`src/rtl/eint_pkg.sv`:
```
package eint_pkg;
    // Word index of each register (byte offset >> 2)
    typedef enum logic [2:0] {
        RG_ENABLE = 3'd0,
        RG_RAW    = 3'd1,
        RG_MASKED = 3'd2,
        RG_CLEAR  = 3'd3,
        RG_LEVEL  = 3'd4,
        RG_ANY    = 3'd5,
        RG_POL    = 3'd6,
        RG_DATA   = 3'd7
    } reg_sel_e;

    typedef enum logic {
        CH_QUIET   = 1'b0,
        CH_PENDING = 1'b1
    } ch_state_e;

    typedef struct packed {
        logic lvl;   // 1: level detection, 0: edge detection
        logic any;   // edge mode only: trigger on both edges
        logic pol;   // 1: rising / high, 0: falling / low
    } trig_cfg_t;
endpackage

```
`src/rtl/eint_sync.sv`:
```
module eint_sync #(
    parameter int WIDTH  = 8,
    parameter int STAGES = 2
) (
    input  logic             clk,
    input  logic             rst_n,
    input  logic [WIDTH-1:0] async_i,
    output logic [WIDTH-1:0] sync_o
);
    logic [WIDTH-1:0] chain_q [STAGES];

    for (genvar s = 0; s < STAGES; s++) begin : g_stage
        if (s == 0) begin : g_first
            always_ff @(posedge clk or negedge rst_n) begin
                if (!rst_n) chain_q[s] <= '0;
                else        chain_q[s] <= async_i;
            end
        end else begin : g_next
            always_ff @(posedge clk or negedge rst_n) begin
                if (!rst_n) chain_q[s] <= '0;
                else        chain_q[s] <= chain_q[s-1];
            end
        end
    end

    assign sync_o = chain_q[STAGES-1];
endmodule

```
`src/rtl/eint_chan.sv`:
```
module eint_chan
    import eint_pkg::*;
(
    input  logic      clk,
    input  logic      rst_n,
    input  logic      cur_i,
    input  trig_cfg_t cfg_i,
    input  logic      clr_i,
    output logic      stat_o
);
    ch_state_e state_q, state_d;
    logic      prev_q;
    logic      rise, fall, hit;

    always_ff @(posedge clk or negedge rst_n) begin
        if (!rst_n) prev_q <= 1'b0;
        else        prev_q <= cur_i;
    end

    // Trigger decode: level wins over edge; any-edge overrides polarity
    always_comb begin
        rise = cur_i & ~prev_q;
        fall = ~cur_i & prev_q;
        if (cfg_i.lvl)      hit = (cur_i == cfg_i.pol);
        else if (cfg_i.any) hit = rise | fall;
        else if (cfg_i.pol) hit = rise;
        else                hit = fall;
    end

    // Next-state logic: arm / release / hold
    always_comb begin
        state_d = state_q;
        unique case (state_q)
            CH_QUIET:   state_d = hit ? CH_PENDING : CH_QUIET;
            CH_PENDING: state_d = (clr_i && !hit) ? CH_QUIET : CH_PENDING;
        endcase
    end

    always_ff @(posedge clk or negedge rst_n) begin
        if (!rst_n) state_q <= CH_QUIET;
        else        state_q <= state_d;
    end

    // Output process
    always_comb begin
        stat_o = (state_q == CH_PENDING);
    end

    AST_STATUS_STICKY: assert property (@(posedge clk) disable iff (!rst_n)
        (stat_o && !clr_i) |=> stat_o);

    AST_CLEAR_DROPS: assert property (@(posedge clk) disable iff (!rst_n)
        (stat_o && clr_i && !hit) |=> !stat_o);

    AST_SET_BEATS_CLEAR: assert property (@(posedge clk) disable iff (!rst_n)
        (clr_i && hit) |=> stat_o);

    AST_LEVEL_ARMS: assert property (@(posedge clk) disable iff (!rst_n)
        (cfg_i.lvl && (cur_i == cfg_i.pol)) |=> stat_o);
endmodule

```
`src/rtl/eint_bank.sv`:
```
module eint_bank
    import eint_pkg::*;
#(
    parameter int NUM_CH      = 8,
    parameter int SYNC_STAGES = 2,
    parameter int DATA_W      = 32,
    parameter int ADDR_W      = 5
) (
    input  logic              clk,
    input  logic              rst_n,
    input  logic [NUM_CH-1:0] pin_i,
    input  logic [ADDR_W-1:0] reg_addr,
    input  logic              reg_we,
    input  logic [DATA_W-1:0] reg_wdata,
    output logic [DATA_W-1:0] reg_rdata,
    output logic              irq_o
);
    localparam int PAD_W = DATA_W - NUM_CH;

    reg_sel_e          sel;
    logic [NUM_CH-1:0] wr_bits;
    logic [NUM_CH-1:0] en_q, lvl_q, any_q, pol_q;
    logic [NUM_CH-1:0] sync_in, raw, masked, clr_vec;
    logic [NUM_CH-1:0] rd_bits;
    logic              unused_bits;

    assign sel         = reg_sel_e'(reg_addr[ADDR_W-1:2]);
    assign wr_bits     = reg_wdata[NUM_CH-1:0];
    assign unused_bits = ^{reg_addr[1:0], reg_wdata[DATA_W-1:NUM_CH]};

    always_ff @(posedge clk or negedge rst_n) begin
        if (!rst_n) begin
            en_q  <= '0;
            lvl_q <= '0;
            any_q <= '0;
            pol_q <= '0;
        end else if (reg_we) begin
            case (sel)
                RG_ENABLE: en_q  <= wr_bits;
                RG_LEVEL:  lvl_q <= wr_bits;
                RG_ANY:    any_q <= wr_bits;
                RG_POL:    pol_q <= wr_bits;
                default:   ;
            endcase
        end
    end

    assign clr_vec = (reg_we && sel == RG_CLEAR) ? wr_bits : '0;

    eint_sync #(.WIDTH(NUM_CH), .STAGES(SYNC_STAGES)) u_sync (
        .clk     (clk),
        .rst_n   (rst_n),
        .async_i (pin_i),
        .sync_o  (sync_in)
    );

    for (genvar g = 0; g < NUM_CH; g++) begin : g_ch
        trig_cfg_t cfg;
        assign cfg = '{lvl: lvl_q[g], any: any_q[g], pol: pol_q[g]};

        eint_chan u_chan (
            .clk    (clk),
            .rst_n  (rst_n),
            .cur_i  (sync_in[g]),
            .cfg_i  (cfg),
            .clr_i  (clr_vec[g]),
            .stat_o (raw[g])
        );
    end

    assign masked = raw & en_q;
    assign irq_o  = |masked;

    always_comb begin
        unique case (sel)
            RG_ENABLE: rd_bits = en_q;
            RG_RAW:    rd_bits = raw;
            RG_MASKED: rd_bits = masked;
            RG_CLEAR:  rd_bits = '0;
            RG_LEVEL:  rd_bits = lvl_q;
            RG_ANY:    rd_bits = any_q;
            RG_POL:    rd_bits = pol_q;
            RG_DATA:   rd_bits = sync_in;
        endcase
        reg_rdata = {{PAD_W{1'b0}}, rd_bits};
    end

    AST_IRQ_NEEDS_ENABLE: assert property (@(posedge clk) disable iff (!rst_n)
        (en_q == '0) |-> !irq_o);

    AST_IRQ_FROM_STATUS: assert property (@(posedge clk) disable iff (!rst_n)
        (raw == '0) |-> !irq_o);
endmodule

```
`config.mk`:
```
export PLATFORM = sky130hd
export DESIGN_NAME = eint_bank
export DESIGN_NICKNAME = d
export VERILOG_FILES = /design/src/rtl/eint_pkg.sv /design/src/rtl/eint_sync.sv /design/src/rtl/eint_chan.sv /design/src/rtl/eint_bank.sv
export SDC_FILE = /design/constraint.sdc
export NUM_CORES = 1
export LEC_CHECK = 0
export ABC_AREA = 1
export BUFFER_PORTS_ARGS = -buffer_cell sky130_fd_sc_hd__buf_2
export CAP_MARGIN = 20
export CORE_MARGIN = 8
export CORE_UTILIZATION = 23
export DETAILED_ROUTE_END_ITERATION = 16
export SYNTH_ARGS = -nofsm -noshare
export SYNTH_HDL_FRONTEND = slang
export SYNTH_SLANG_ARGS = --single-unit
```
`constraint.sdc`:
```
create_clock -name clk -period 1.3 [get_ports clk]
set_clock_uncertainty 0.2 [all_clocks]
set_input_delay 0.195 -clock clk [delete_from_list [all_inputs] [get_ports clk]]
set_output_delay 0.195 -clock clk [all_outputs]
set_load 0.05 [all_outputs]
```
After elaboration in Yosys (flattened, before gate mapping)
Index checks and enable logic that the tools add are counted.
- bitwise gates (word level): 49
- eq/ne operators: 15
- reduce and logical (&&, ||, !) cells: 23
- multiplexer cells: 50
- operators with widths (cell ; number):
    one-hot mux 8 bit (8 select lines) ; 1
    2-to-1 mux 1 bit ; 40
    NOT 1 bit ; 24
    AND 1 bit ; 16
    one-hot mux 1 bit (2 select lines) ; 8
    equality test 3 bit, second input constant ; 4
    logical AND 1 bit ; 9
    AND 8 bit ; 1
    equality test 1 bit ; 8
    zero test 1 bit ; 8
    2-to-1 mux 8 bit ; 1
    bitwise OR 1 bit ; 8
    AND reduction 2 bit ; 4
    OR reduction 8 bit ; 1
    equality test 3 x 2 -> 1 bit, second input constant ; 2
    equality test 3 x 1 -> 1 bit, second input constant ; 1
    zero test 3 bit ; 1
- output and inout port bits: 33
- input bits: 48
- register bits: 64

Logic depth before layout (Yosys ltp)
Gate-level depths: netlist of run 1.
- word-level depth: 9
- gate-level depth with buffers: 7

Cells and area by module
A second synthesis of run 1 with hierarchy kept.
- cell total of the unflattened synthesis: 464
- area, all modules: 3784.9 um2
- by module, submodules not included (module ; area each (um2) ; instances ; cells each):
    eint_bank ; 2113.3 ; 1 ; 288
    eint_chan ; 151.4 ; 8 ; 19
    eint_sync ; 460.4 ; 1 ; 24

Least setup slack after synthesis of run 1
Ideal clock, no wire load.
- kind: input to output
- start point: input reg_addr[4]
- end point: output reg_rdata[0]
- path buffers: 2
- required time: 905 ps
- arrival: 1267 ps
- setup slack: -362 ps
- cell stages on the path: 7
- path through: buf_4 > inv_1 > buf_2 > nand3_1 > nand2_1 > inv_1 > nand3_1
- word-level cells in the longest chain between the ends: 2
- elaborated cells between the ends (all ways): 9
- those cells by class: 7 x eq/ne; 1 x mux; 1 x reduce/logical
- RTL lines (what ; line ; RTL):
    from (decl) ; eint_bank.sv:12 ; input logic [ADDR_W-1:0] reg_addr,
    equality test 3 bit, or another cell as far along ; eint_bank.sv:75 ; unique case (sel)
    one-hot mux 8 bit (8 select lines) (*) ; eint_bank.sv:75 ;
    to (decl) ; eint_bank.sv:15 ; output logic [DATA_W-1:0] reg_rdata,
Every way passes the cells marked *; elsewhere a longest branch is shown, timed or not.

Worst setup path in the final report of run 1
- start point: register g_ch[6].u_chan.state_q
- end point: output irq_o
- word-level cells in the longest chain between the ends: 2
- RTL lines (what ; line ; RTL):
    from (decl) ; eint_chan.sv:11 ; ch_state_e state_q, state_d;
    from (signal assigned) ; eint_chan.sv:41 ; else state_q <= state_d;
    AND 8 bit ; eint_bank.sv:71 ; assign masked = raw & en_q;
    OR reduction 8 bit ; eint_bank.sv:72 ; assign irq_o = |masked;
    to (decl) ; eint_bank.sv:16 ; output logic irq_o
Every way passes these cells.

==> impl_metrics.ini, run 1 <==
[outcome]
status = complete, but fails checks
failed_checks = negative setup slack

[clocking]
tritoncts.num_buffers = 9
clk_path_buf_depth = 2
cts_tree = yes
path_clk_slew_ps = 50
cts.sink_count = 64
root_buffer = clkbuf_16
worst_skew_pair.late_latency_ps = 330
htree_num_levels = 3

[sta]
timing.final.ws_setup_ps = -404
final.period_utilization_pct = 131
slew_viol_final = 0
count_of_final_hold_check_violations = 0
achievable_frequency_mhz = 587
period_needed_ps = 1700
report.final.setup_viol = 17
hold_ws_ps = 1.66
grt_setup_unrepaired = yes

[synth]
ys_dominant_reg_cell = dfrtp_1
synthesis.area_per_instance_um2 = 8.63
synth-edff-count = 0
distinct_cell_type_count_of_the_synthesized_netlist = 25
syn_inst = 422
ys_warn_count = 0
synth_area_um2 = 3640
synth_async_sr_flop_share_pct = 100
seq_area_frac_synth_pct = 44.0
synth_top_area_cell = dfrtp_1
synth.area.top_cells = dfrtp_1 44%, nand2_1 9.7%, nand3_1 5.9%
yosysTopAreaCellShare_pct = 44.0
postSynthRegisterBits = 64

[grt]
first_pass_grt_wire_length_mm = 16.2
busiest_metal_layer_after_global_routing = met2
grt_use_met2_pct = 16.4
number_of_global_route_vias_before_repair = 3102
globalRouteOverflowTotal = 0
grt_max_degree = 63
global_routing_usage_on_met3_pct = 2.49
grt_usage_pct = 10.4
global_route.usage.met1_pct = 13.5
grt_antenna_before_repair = 1

[critical_path]
critical_path.cell_chain = nand2_2, nand3_1, nor3_2, nand2_2, buf_6
cp_max_fo = 2
crit_slowest_cell = dfrtp_1
critical_path.top_delay_family = simple AND/OR/NAND/NOR gates
worst-path-buf-inv = 1
worst_ep_arrival_time_ps = 1310
worstSetupPathType = reg2out
data_required_critical_path_ps = 900
critical_path.startpoint_type = register
worst_setup_path_end_kind = primary output
timing.critical_path.mode_cell = nand2_2
cp_slowest_stage_delay_ps = 390

[job]
cap_violations = 0

[power]
total_leakage_power_nw = 2.65
power_density_cells_nw_per_um2 = 1200
max-vdd-ir-drop_uv = 500
fin_total_pwr_w = 0.00670

[detailed_routing]
wl_per_cell_um = 13.3
remaining_antenna_violation_count_after_routing = 0
dr.first_iter.drc_count = 145
avgViaCountPerCell = 4.15
drt_first_pass_iters = 4
drt-total-wl_mm = 10.2
post-route-drc-count = 0
detailroute.via_count = 3179

[cells_and_area]
num-fill-cells = 1604
insertedDiodeCount = 0
post_route_cells_drive_above_1_share_pct = 44.9
num-nets-final = 610
area_growth_syn_to_layout_pct = 52.7

[floorplanning]
floorplan.initialDensity_pct = 23.2
rows = 46
chipWidth_um = 142
coreArea_um2 = 15700
floorplan.die_area_um2 = 20100
die_y_um = 142
io_pins = 81

[place]
place_congestion = 0.796
portBuffers = 30
dp_wirelength_mm = 6.83

[worst_hold_path]
type_of_the_tightest_min_delay_check = in2reg
==> registers in the layout, indices dropped and copies added (netlist names) <==
signal	count
u_sync.chain_q	8
lvl_q	8
u_sync.sync_o	8
g_ch.u_chan.prev_q	8
pol_q	8
en_q	8
g_ch.u_chan.stat_o	8
any_q	8
==> worst paths after layout <==
path                       depth (start not counted)             startpoint  slack (ps)                    end
setup / recovery                                   5  g_ch[6].u_chan.stat_o        -400                  irq_o
hold / removal                                     3           reg_wdata[1]           2               any_q[1]
setup reg to reg                                   6       u_sync.sync_o[7]         -70  g_ch[7].u_chan.stat_o
hold reg to reg                                    0     u_sync.chain_q[11]         140       u_sync.sync_o[3]
max in group asynchronous                          3                  rst_n         220     u_sync.chain_q[12]
min in group asynchronous                          3                  rst_n         210  g_ch[4].u_chan.prev_q
==> synthesized netlist by cell type, types with 6 or more instances <==
| master | number |
|---|---|
| xnor2_1 | 6 |
| dfrtp_1 | 64 |
| buf_4 | 27 |
| ha_1 | 16 |
| inv_1 | 51 |
| nand2_1 | 94 |
| o21ai_0 | 15 |
| nor2_1 | 8 |
| nand3_1 | 43 |
| a21oi_1 | 8 |
| o21ai_1 | 23 |
| o21ai_2 | 16 |
| buf_6 | 6 |
| nand4_1 | 24 |
==> worst reg2reg max path, delay by kind of cell (launching register included) <==
kind | cells | cell delay [ps]
DFF | 1 | 420
AOI/OAI and AO/OA | 2 | 200
adders and majority gates | 1 | 150
and+or+nand+nor | 2 | 140
buffers and inverters | 1 | 130
==> where the power goes <==
part           total [W]  internal (W)  switching [W]
Combinational    0.00218      0.000973        0.00121
Sequential       0.00240       0.00224       0.000164
Clock            0.00211       0.00128       0.000830
==> metrics by stage <==
| stage | instance area (µm²) | TNS (ps) | worst slack [ps] | std cells | util [%] |
|---|---|---|---|---|---|
| after floorplan | 3900 | -90.0 | -11.2 | 445 | - |
| after global placement | 4680 | -11740 | -354 | 725 | 29.8 |
| after detailed placement | 4680 | -12170 | -361 | 725 | 29.8 |
| after CTS | 5360 | -3830 | -417 | 762 | 34.1 |
| after global routing | 5570 | -4820 | -478 | 766 | 35.4 |
| final | 5570 | -3700 | -404 | 766 | 35.4 |
==> final cells by class <==
| cell class | instances | area (µm²) | area share (%) |
|---|---|---|---|
| Multi-Input combinational cell | 292 | 2070 | 37.3 |
| Sequential cell | 64 | 1610 | 28.8 |
| Timing Repair Buffer | 126 | 1150 | 20.8 |
| Tap cell | 216 | 270 | 4.86 |
| Clock buffer | 14 | 244 | 4.38 |
| Inverter | 53 | 211 | 3.80 |
| Clock inverter | 1 | 5.00 | 0.0899 |
==> metal layers <==
layer	share of wire, %	wire [µm]	vias to the layer above
li1	-	-	1606
met1	46	4740	1473
met2	46	4690	82
met3	5.8	589	16
met4	1.6	166	2
met5	0.098	10	-
==> cells in the final DEF, fill, tap and decap left out, drive strengths merged, types with 6 or more instances in the layout <==
master	netlist	layout
a21oi	8	8
buf	37	116
clkbuf	0	14
conb	1	24
dfrtp	64	64
dlygate4sd3	0	10
ha	16	16
inv	53	53
nand2	98	98
nand3	46	47
nand4	24	24
nor2	12	12
o21ai	54	54
xnor2	6	6
==> kinds of logic after synthesis <==
| group | after synthesis | synth area share, % |
|---|---|---|
| AO/OA/AOI/OAI | 62 | 10.2 |
| XOR/XNOR | 6 | 1.44 |
| adder cells (fa/ha/maj) | 16 | 5.49 |
| buffers and inverters | 90 | 13.5 |
| flip-flops | 64 | 44.0 |
| other | 1 | 0.103 |
| AND/OR/NAND/NOR | 183 | 25.3 |
==> what timing repair did <==
action	in CTS	in global routing
buffers inserted	13	7
hold endpoints to repair	72	0
pin swaps	30	38
cloned	0	1
endpoints found under the setup margin	17	19
gates resized for setup	88	49
hold buffers	10	0
(Power assumes the default switching activity.)
==> inputs of run 2 (changes only) <==
CORE_ASPECT_RATIO = 0.8   (was unset)
==> run 2 against run 1 <==
  * Die area up 0.13%
  * Highest routed layer is now met4
  * Critical path depth unchanged
  * Sequential power about the same
  * Register-to-register slack worse by 40 ps
  * Combinational power about the same
  * Critical endpoint unchanged
  * Global-route usage down 0.22 points
  * Wire length down 0.93%
  * Total power up 3.3%
  * Core utilization down 0.52 points
  * The run still ends with negative setup slack left
==> impl_metrics.ini, run 2 (synthesis results as in run 1) <==
[outcome]
status = complete, but fails checks
failed_checks = negative setup slack

[critical_path]
timing.rr.end = g_ch[5].u_chan.stat_o
critical_path.top_delay_family = flip-flops
ff2ff_path_depth = 6
critical_path.startpoint_type = register
cp_slowest_stage_delay_ps = 390
ff2ff_setup_slack_ps = -110
worst_ep_arrival_time_ps = 1320
crit_slowest_cell = dfrtp_1
cp_max_fo = 2
data_required_critical_path_ps = 900
critical_path.reg2reg.startpoint = u_sync.sync_o[5]
worst_setup_path_end_kind = primary output
worst-path-buf-inv = 2
critical_path.cell_chain = nand2_1, inv_2, nor3_2, nand2_2, buf_8
worstSetupPathType = reg2out

[detailed_routing]
detailroute.wirelength.met3_um = 637
avgViaCountPerCell = 4.23
drt-total-wl_mm = 10.1
detail_route.wirelength.met1_mm = 4.60
drt_first_pass_iters = 4
dr_wl_met2_mm = 4.77
wl_per_cell_um = 13.4
dr.first_iter.drc_count = 201
detailroute.via_count = 3192
remaining_antenna_violation_count_after_routing = 0
post-route-drc-count = 0
route.top_layer_used = met4

[clocking]
htree_num_levels = 3
path_clk_slew_ps = 50
cts.sink_count = 64
tritoncts.num_buffers = 9
root_buffer = clkbuf_16
cts_tree = yes
worst_skew_pair.late_latency_ps = 330
clk_path_buf_depth = 2

[sta]
timing.setup.tns_ps = -3740
count_of_final_hold_check_violations = 0
achievable_frequency_mhz = 582
period_needed_ps = 1720
final.period_utilization_pct = 132
report.final.setup_viol = 16
grt_setup_unrepaired = yes
timing.final.ws_setup_ps = -419
slew_viol_final = 0

[floorplanning]
floorplan.die_area_um2 = 20200
die_y_um = 129
chipWidth_um = 157
floorplan.initialDensity_pct = 23.3
rows = 41
io_pins = 81
coreArea_um2 = 15600

[power]
total_leakage_power_nw = 2.60
power_density_cells_nw_per_um2 = 1270
p_comb_share_pct = 31.3
power.internal_w = 0.00471
power.sequential.fraction_pct = 34.5
sw_frac_of_total_pct = 32.0
fin_total_pwr_w = 0.00692
clockPowerShare_pct = 34.1
power.net_switching_w = 0.00221
max-vdd-ir-drop_uv = 550

[cells_and_area]
finalInstanceArea_um2 = 5460
post_route_cells_drive_above_1_share_pct = 44.6
num-nets-final = 600
layout_commonest_cell = nand2_1
insertedDiodeCount = 0
most-common-layout-cells = 82 x nand2_1, 61 x dfrtp_1, 58 x buf_4, 34 x o21ai_1, 29 x nand3_1
area_growth_syn_to_layout_pct = 49.9
final_cell_count_without_fillers = 755
num-fill-cells = 1621

[worst_hold_path]
worst_hold_startpoint = reg_wdata[6]
hold_depth = 3
min_delay_worst_endpoint = pol_q[6]
type_of_the_tightest_min_delay_check = in2reg

[place]
placed_cell_area_um2 = 4590
place_congestion = 0.758
dp_wirelength_mm = 6.66
dpl.cell_count = 718
portBuffers = 30

[grt]
globalRouteOverflowTotal = 0
number_of_global_route_vias_before_repair = 3153
grt_usage_pct = 10.2
first_pass_grt_wire_length_mm = 15.9
grt_antenna_before_repair = 0
grt_max_degree = 65

[job]
cap_violations = 0
==> run 2: cell types whose count changed in the layout (fill, tap and decap cells not counted), sizes merged <==
cell         change
bufinv           +1
clkinv           +2
buf              -9
clkbuf           -3
dlygate4sd3      -1
==> run 2: layout make-up <==
cell class | instances | area (µm²) | area share, %
Sequential cell | 64 | 1610 | 29.4
Clock buffer | 11 | 243 | 4.45
Clock inverter | 4 | 45.0 | 0.825
Multi-Input combinational cell | 292 | 2030 | 37.2
Timing Repair Buffer | 116 | 1050 | 19.3
Tap cell | 215 | 269 | 4.93
Inverter | 53 | 211 | 3.87
==> run 2: tightest hold or removal path, cell delays in order <==
cell and delay, ps:
buf_2 70, inv_1 90, o21ai_2 140
==> run 2: power groups by stage <==
stage          clock, W  sequential [W]  combinational, W
5_1_grt         0.00251         0.00242           0.00236
3_3_place_gp          0         0.00241           0.00180
3_5_place_dp          0         0.00242           0.00182
4_1_cts         0.00243         0.00238           0.00205
6_report        0.00236         0.00239           0.00217
2_1_floorplan         0         0.00245           0.00112
==> run 2: layer usage <==
layer  global-route usage (%)  vias to the layer above
met5                        0                        -
met4                     3.84                        0
met3                     2.71                        8
met2                     17.0                       78
met1                     12.4                     1515
li1                         -                     1591
==> run 2: metrics by stage <==
stage	util (%)	hold WS [ps]	setup slack [ps]
after floorplan	-	-301	-11.2
final	34.9	2.44	-419
after global routing	34.9	17.9	-489
after detailed placement	29.3	45.9	-403
after CTS	33.6	2.68	-420
after global placement	29.3	41.3	-390
==> run 2: timing repair <==
action	CTS	global route
resized for setup	89	46
endpoints found under the setup margin	17	25
pin swaps	30	37
hold buffers	9	0
hold endpoints to repair	72	0
cloned	0	1
buffers inserted	7	7
==> run 2: worst max path at each step <==
stage / from / cells after the start / to
global route: g_ch[0].u_chan.stat_o / 5 / irq_o
global placement: reg_addr[3] / 8 / reg_rdata[1]
floorplan: reg_addr[2] / 4 / reg_rdata[0]
detailed placement: reg_addr[3] / 8 / reg_rdata[1]
CTS: g_ch[6].u_chan.stat_o / 5 / irq_o
finish: g_ch[4].u_chan.stat_o / 5 / irq_o
